==> src/rtl/abort_pkg.sv <==
package abort_pkg;
  // Stack operation chosen in a cycle without a fire.
  typedef enum logic [1:0] {
    OP_NONE = 2'd0,
    OP_PUSH = 2'd1,
    OP_POP  = 2'd2,
    OP_SWAP = 2'd3
  } stack_op_e;
endpackage

==> src/rtl/abort_ctx_stack.sv <==
module abort_ctx_stack
  import abort_pkg::*;
#(
  parameter int DEPTH = 8,
  parameter int IDX_W = 5,
  localparam int CNT_W = $clog2(DEPTH + 1),
  localparam int PTR_W = $clog2(DEPTH)
) (
  input  logic                   clk,
  input  logic                   rst,
  input  logic                   push_i,
  input  logic [IDX_W-1:0]       push_sig_i,
  input  logic                   pop_i,
  input  logic                   fire_i,
  input  logic [PTR_W-1:0]       fire_pos_i,
  output logic [CNT_W-1:0]       depth_o,
  output logic [DEPTH-1:0]       live_o,
  output logic [DEPTH*IDX_W-1:0] sig_flat_o,
  output logic                   overflow_o,
  output logic                   wr_en_o,
  output logic [PTR_W-1:0]       wr_pos_o
);
  stack_op_e        op;
  logic             full, empty;
  logic [CNT_W-1:0] depth_q;
  logic             ovf_q;

  assign full  = (depth_q == CNT_W'(DEPTH));
  assign empty = (depth_q == '0);

  always_comb begin
    op = OP_NONE;
    if (!fire_i) begin
      if (push_i && pop_i && !empty)  op = OP_SWAP;
      else if (push_i && !full)       op = OP_PUSH;
      else if (pop_i && !push_i && !empty) op = OP_POP;
    end
  end

  assign wr_en_o  = (op == OP_PUSH) || (op == OP_SWAP);
  assign wr_pos_o = (op == OP_SWAP) ? PTR_W'(depth_q - 1'b1) : PTR_W'(depth_q);

  always_ff @(posedge clk) begin
    if (rst) begin
      depth_q <= '0;
      ovf_q   <= 1'b0;
    end else begin
      if (fire_i) depth_q <= CNT_W'(fire_pos_i);
      else if (op == OP_PUSH) depth_q <= depth_q + 1'b1;
      else if (op == OP_POP)  depth_q <= depth_q - 1'b1;
      if (!fire_i && push_i && !pop_i && full) ovf_q <= 1'b1;
    end
  end

  for (genvar g = 0; g < DEPTH; g++) begin : g_slot
    logic [IDX_W-1:0] sig_q;
    always_ff @(posedge clk) begin
      if (rst) sig_q <= '0;
      else if (wr_en_o && wr_pos_o == PTR_W'(g)) sig_q <= push_sig_i;
    end
    assign sig_flat_o[g*IDX_W +: IDX_W] = sig_q;
    assign live_o[g] = (depth_q > CNT_W'(g));
  end

  assign depth_o    = depth_q;
  assign overflow_o = ovf_q;
endmodule

==> src/rtl/abort_hit_resolve.sv <==
module abort_hit_resolve #(
  parameter int DEPTH = 8,
  parameter int SIG_W = 32,
  localparam int IDX_W = $clog2(SIG_W),
  localparam int PTR_W = $clog2(DEPTH)
) (
  input  logic [DEPTH-1:0]       live_i,
  input  logic [DEPTH*IDX_W-1:0] sig_flat_i,
  input  logic [SIG_W-1:0]       watch_i,
  output logic                   fire_o,
  output logic [PTR_W-1:0]       win_pos_o
);
  logic [DEPTH-1:0] hit;

  for (genvar g = 0; g < DEPTH; g++) begin : g_hit
    assign hit[g] = live_i[g] & watch_i[sig_flat_i[g*IDX_W +: IDX_W]];
  end

  // Lowest position (outermost abort) wins.
  always_comb begin
    win_pos_o = '0;
    for (int i = DEPTH - 1; i >= 0; i--) begin
      if (hit[i]) win_pos_o = PTR_W'(i);
    end
  end

  assign fire_o = |hit;
endmodule

==> src/rtl/abort_cont_ram.sv <==
module abort_cont_ram #(
  parameter int DEPTH  = 8,
  parameter int ADDR_W = 16,
  localparam int PTR_W = $clog2(DEPTH)
) (
  input  logic              clk,
  input  logic              rst,
  input  logic              we_i,
  input  logic [PTR_W-1:0]  wpos_i,
  input  logic [ADDR_W-1:0] wdata_i,
  input  logic              re_i,
  input  logic [PTR_W-1:0]  rpos_i,
  output logic [ADDR_W-1:0] rdata_o
);
  logic [ADDR_W-1:0] mem [DEPTH];

  always_ff @(posedge clk) begin
    if (we_i) mem[wpos_i] <= wdata_i;
  end

  always_ff @(posedge clk) begin
    if (rst)       rdata_o <= '0;
    else if (re_i) rdata_o <= mem[rpos_i];
  end
endmodule

==> src/rtl/abort_preempt_unit.sv <==
module abort_preempt_unit #(
  parameter int DEPTH  = 8,
  parameter int SIG_W  = 32,
  parameter int ADDR_W = 16,
  localparam int IDX_W = $clog2(SIG_W),
  localparam int CNT_W = $clog2(DEPTH + 1),
  localparam int PTR_W = $clog2(DEPTH)
) (
  input  logic              clk,
  input  logic              rst,
  input  logic              push_i,
  input  logic [IDX_W-1:0]  push_sig_i,
  input  logic [ADDR_W-1:0] push_addr_i,
  input  logic              pop_i,
  input  logic [SIG_W-1:0]  watch_i,
  output logic              preempt_o,
  output logic [ADDR_W-1:0] preempt_addr_o,
  output logic [CNT_W-1:0]  depth_o,
  output logic              overflow_o
);
  logic                   fire;
  logic [PTR_W-1:0]       win_pos;
  logic [DEPTH-1:0]       live;
  logic [DEPTH*IDX_W-1:0] sig_flat;
  logic                   wr_en;
  logic [PTR_W-1:0]       wr_pos;

  abort_ctx_stack #(.DEPTH(DEPTH), .IDX_W(IDX_W)) u_stack (
    .clk        (clk),
    .rst        (rst),
    .push_i     (push_i),
    .push_sig_i (push_sig_i),
    .pop_i      (pop_i),
    .fire_i     (fire),
    .fire_pos_i (win_pos),
    .depth_o    (depth_o),
    .live_o     (live),
    .sig_flat_o (sig_flat),
    .overflow_o (overflow_o),
    .wr_en_o    (wr_en),
    .wr_pos_o   (wr_pos)
  );

  abort_hit_resolve #(.DEPTH(DEPTH), .SIG_W(SIG_W)) u_resolve (
    .live_i     (live),
    .sig_flat_i (sig_flat),
    .watch_i    (watch_i),
    .fire_o     (fire),
    .win_pos_o  (win_pos)
  );

  abort_cont_ram #(.DEPTH(DEPTH), .ADDR_W(ADDR_W)) u_ram (
    .clk     (clk),
    .rst     (rst),
    .we_i    (wr_en),
    .wpos_i  (wr_pos),
    .wdata_i (push_addr_i),
    .re_i    (fire),
    .rpos_i  (win_pos),
    .rdata_o (preempt_addr_o)
  );

  always_ff @(posedge clk) begin
    if (rst) preempt_o <= 1'b0;
    else     preempt_o <= fire;
  end
endmodule

==> config.mk <==
export PLATFORM = sky130hd
export DESIGN_NAME = abort_preempt_unit
export DESIGN_NICKNAME = d
export VERILOG_FILES = /design/src/rtl/abort_pkg.sv /design/src/rtl/abort_ctx_stack.sv /design/src/rtl/abort_hit_resolve.sv /design/src/rtl/abort_cont_ram.sv /design/src/rtl/abort_preempt_unit.sv
export SDC_FILE = /design/constraint.sdc
export NUM_CORES = 1
export LEC_CHECK = 0
export ABC_CLOCK_PERIOD_IN_PS = 6400
export BUFFER_PORTS_ARGS = -buffer_cell sky130_fd_sc_hd__buf_2
export CELL_PAD_IN_SITES_DETAIL_PLACEMENT = 1
export CELL_PAD_IN_SITES_GLOBAL_PLACEMENT = 2
export CORE_MARGIN = 4
export CORE_UTILIZATION = 46
export DETAILED_ROUTE_END_ITERATION = 7
export GPL_TIMING_DRIVEN = 0
export PLACE_DENSITY = 0.95
export SLEW_MARGIN = 20
export SYNTH_ARGS = -nofsm -noshare
export SYNTH_HDL_FRONTEND = slang
export SYNTH_SLANG_ARGS = --single-unit
==> constraint.sdc <==
create_clock -name clk -period 6.4 [get_ports clk]
set_clock_uncertainty 0.1 [all_clocks]
set_input_delay 1.28 -clock clk [delete_from_list [all_inputs] [get_ports clk]]
set_output_delay 1.28 -clock clk [all_outputs]
set_load 0.03 [all_outputs]
==> impl_metrics.toml <==
[synth]
ys_types = 63
synth_edf_count = 128
syn_area_um2 = 9760
ys_warn_count = 0
syn_nets = 755
avgSynthCellArea_um2 = 14.1
synth-seq-cells = 190
syn_inst = 691
async_flop_share = 0
ys_seq_area_frac = 0.521
synth-main-ff-cell = "edfxtp_1"

[floorplan]
die_y_um = 154
dieWidth_um = 154
ioPinCount = 79
die_area_um2 = 23600
fp-row-count = 53
core_um2 = 21000
initial_core_util = 0.466

[clock_tree]
clockBufferDepth = 2
root_buffer = "clkbuf_16"
cts_tree = "built"
cts_sinks = 190
ctsResizeCount = 0
cts_max_level = 4
worstSkewPairLatency_ns = 0.44
cts.clk_slew.worst_paths_ns = 0.07
cts_hold_buf = 0
cts_made_buffers = 17
post_cts_buffers = 0

[critical_path]
critPathLaunchType = "input port"
worstSetupEndpointType = "flip-flop"
endpoint = "u_stack.depth_o[2]$_SDFFE_PP0P_"
worstReg2RegEnd = "u_stack.depth_o[2]$_SDFFE_PP0P_"
critical_path_class = "input port to flip-flop"
cp_slowest_cell = "mux4_2"
path_max_fanout = 10
path_cells = "buf_2, mux4_2, mux4_2, mux2i_1, nor2_1, nor4_4, and2_0, buf_2, nand2_1, or2_2, inv_1, ha_1, o21ai_0, xnor2_1, a211oi_1"
max_stage_delay_ns = 0.52
reg2reg_slack_ns = 1.38
startpoint = "watch_i[13]"
worstPathArrival_ns = 5.60
ff2ff_path_depth = 15
cp.required_ns = 6.64
rr_startpoint = "u_stack.g_slot[1].sig_q[0]$_SDFFE_PP0P_"

[detailed_routing]
ant_nets = 0
wl_per_cell_um = 26.9
first_iter_violations = 800
drtPass1Iterations = 5
avgViaCountPerCell = 6.39
drcViolationCount = 0
routed_wirelength_um = 29100
vias = 6911

[sta]
slew_headroom = 0.305
clock.fmax_mhz = 187
drv_slew = 0
setup_viol = 0
period_needed_ns = 5.36
postLayoutSetupSlackWorst_ns = 1.04
min_period_over_period = 0.837
finalSetupTns_ns = 0
rsz0062_at_grt = "no"
worstMarginPinSlew_ns = 1.01
finalHoldViolCount = 0

[global_route]
grt_pass1_wl_um = 44700
grt_max_degree = 19
grt.total_usage = 0.248
top_usage_layer = "met2"
grtUsageMet1 = 0.321
overflow = 0
antenna_found_initial = 1
use_met3 = 0.0419
first_global_vias = 7448
grt_use_met2 = 0.429

[layout]
finalNetCount = 858
syn2layout_area_growth_pct = 14.8
nFillCells = 2137
n_antenna_cell = 0
final_layout_size_suffix_gt1_frac = 0.311

[status]
status = "finished clean"

[placement]
gp_congestion = 0.904
io_buffer_count = 73
post-dp-hpwl_um = 20700
pre_cts_ws_ns = 0.637

[power]
leakagePower_nw = 3.76
vdd_drop_max_mv = 0.284
powerDensity_nw_per_um2 = 515

[min_path]
hold_path.class = "flip-flop to flip-flop"

[job]
maxCapViolCount = 0
==> cell usage in the layout, fill, tap and decap left out, drive strengths merged, types with 4 or more instances in the layout <==
cell / synthesis / layout
o2bb2ai: 4 / 4
clkbuf: 23 / 42
a22o: 5 / 5
a31oi: 12 / 12
edfxtp: 128 / 128
ha: 7 / 7
buf: 27 / 111
nor2b: 4 / 4
o21ai: 8 / 8
nor3: 21 / 21
a22oi: 10 / 10
mux4: 71 / 71
mux2i: 76 / 76
inv: 13 / 17
dfxtp: 62 / 62
mux2: 26 / 26
a222oi: 8 / 8
nor4b: 5 / 5
nor4: 7 / 7
nor3b: 11 / 11
nor2: 63 / 63
a211oi: 5 / 5
clkinv: 0 / 6
a21oi: 8 / 8
nand3b: 4 / 4
nand2: 34 / 34
nand3: 5 / 5
==> Yosys cell counts (6+ instances only) <==
| cell | instances | area (µm²) |
|---|---|---|
| nor3b_1 | 10 | 75.1 |
| o21ai_0 | 8 | 40.0 |
| buf_1 | 6 | 22.5 |
| mux4_2 | 71 | 1600 |
| a22oi_1 | 10 | 75.1 |
| mux2_2 | 26 | 293 |
| nor3_4 | 8 | 130 |
| nor2_1 | 63 | 236 |
| ha_1 | 7 | 87.6 |
| nand2_1 | 33 | 124 |
| edfxtp_1 | 128 | 3840 |
| a31oi_1 | 12 | 75.1 |
| a222oi_1 | 8 | 80.1 |
| buf_2 | 14 | 70.1 |
| mux2i_1 | 76 | 761 |
| inv_1 | 13 | 48.8 |
| a21oi_1 | 8 | 40.0 |
| clkbuf_1 | 23 | 86.3 |
| nor3_1 | 13 | 65.1 |
| dfxtp_1 | 62 | 1240 |
==> area by class of cell <==
type	count	area (µm²)	area share
buffer	50	243	0.0217
clock buffer	19	433	0.0387
multi-input combinational	438	4380	0.391
clock inverter	13	130	0.0116
timing repair buffer	84	532	0.0475
inverter	13	48.8	0.00436
sequential	190	5080	0.454
tap	275	344	0.0307
==> power by group <==
group | internal, mW | switching (mW) | total, mW
clock network | 0.513 | 0.486 | 0.999
registers | 1.54 | 0.0938 | 1.63
logic | 1.17 | 1.97 | 3.14
==> flip-flops by register name (all words and copies together) (netlist names) <==
name,flops
u_ram.rdata_o,16
u_stack.g_slot.sig_q,40
u_stack.depth_o,4
u_stack.overflow_o,1
u_ram.mem,128
preempt_o,1
==> metal layers <==
layer	wire, µm	part of all wire
met1	11500	0.40
met2	15000	0.52
met3	1960	0.067
met4	592	0.020
met5	12	0.00041
==> kinds of logic (layout without fill, tap and decap cells) <==
kind of cell               Yosys count  after routing  share of synthesized area
buffers and inverters               63            179                     0.0299
and+or+nand+nor                    168            168                     0.0982
muxes                              173            173                      0.272
adders and majority gates            7              7                    0.00898
AOI/OAI and AO/OA                   87             87                     0.0671
xor gates and xnor gates             3              3                    0.00269
DFF                                190            190                      0.521
==> per-stage QoR <==
stage / power [mW] / utilization / cell area (µm²) / hold slack (ns) / std cells
final: 5.77 / 0.534 / 11200 / 0.382 / 1082
after detailed placement: 4.72 / 0.508 / 10600 / 0.373 / 1050
after CTS: 5.76 / 0.534 / 11200 / 0.388 / 1082
after global routing: 6.06 / 0.534 / 11200 / 0.423 / 1082
after floorplan: 3.77 / - / 9760 / 0.371 / 691
after global placement: 4.52 / 0.499 / 10500 / 0.365 / 1039
==> worst max-delay path: cells and delay by family <==
family                   cells  cell delay (ns)
buffers and inverters        3             0.61
AND/OR/NAND/NOR              5             1.46
adder cells (fa/ha/maj)      1             0.31
AO/OA/AOI/OAI                2             0.45
multiplexers                 3             1.32
XOR/XNOR                     1             0.16
==> how the worst min path moves through the flow <==
stage | start | slack [ns] | end | depth (start not counted)
2_1_floorplan | u_stack.g_slot[0].sig_q[4]$_SDFFE_PP0P_ | 0.37 | u_stack.g_slot[0].sig_q[4]$_SDFFE_PP0P_ | 2
3_3_place_gp | u_stack.overflow_o$_SDFFE_PP0P_ | 0.37 | u_stack.overflow_o$_SDFFE_PP0P_ | 2
3_5_place_dp | u_stack.overflow_o$_SDFFE_PP0P_ | 0.37 | u_stack.overflow_o$_SDFFE_PP0P_ | 2
4_1_cts | u_stack.overflow_o$_SDFFE_PP0P_ | 0.39 | u_stack.overflow_o$_SDFFE_PP0P_ | 2
5_1_grt | u_stack.overflow_o$_SDFFE_PP0P_ | 0.42 | u_stack.overflow_o$_SDFFE_PP0P_ | 2
6_report | u_stack.overflow_o$_SDFFE_PP0P_ | 0.38 | u_stack.overflow_o$_SDFFE_PP0P_ | 2
(Power assumes the default switching activity.)
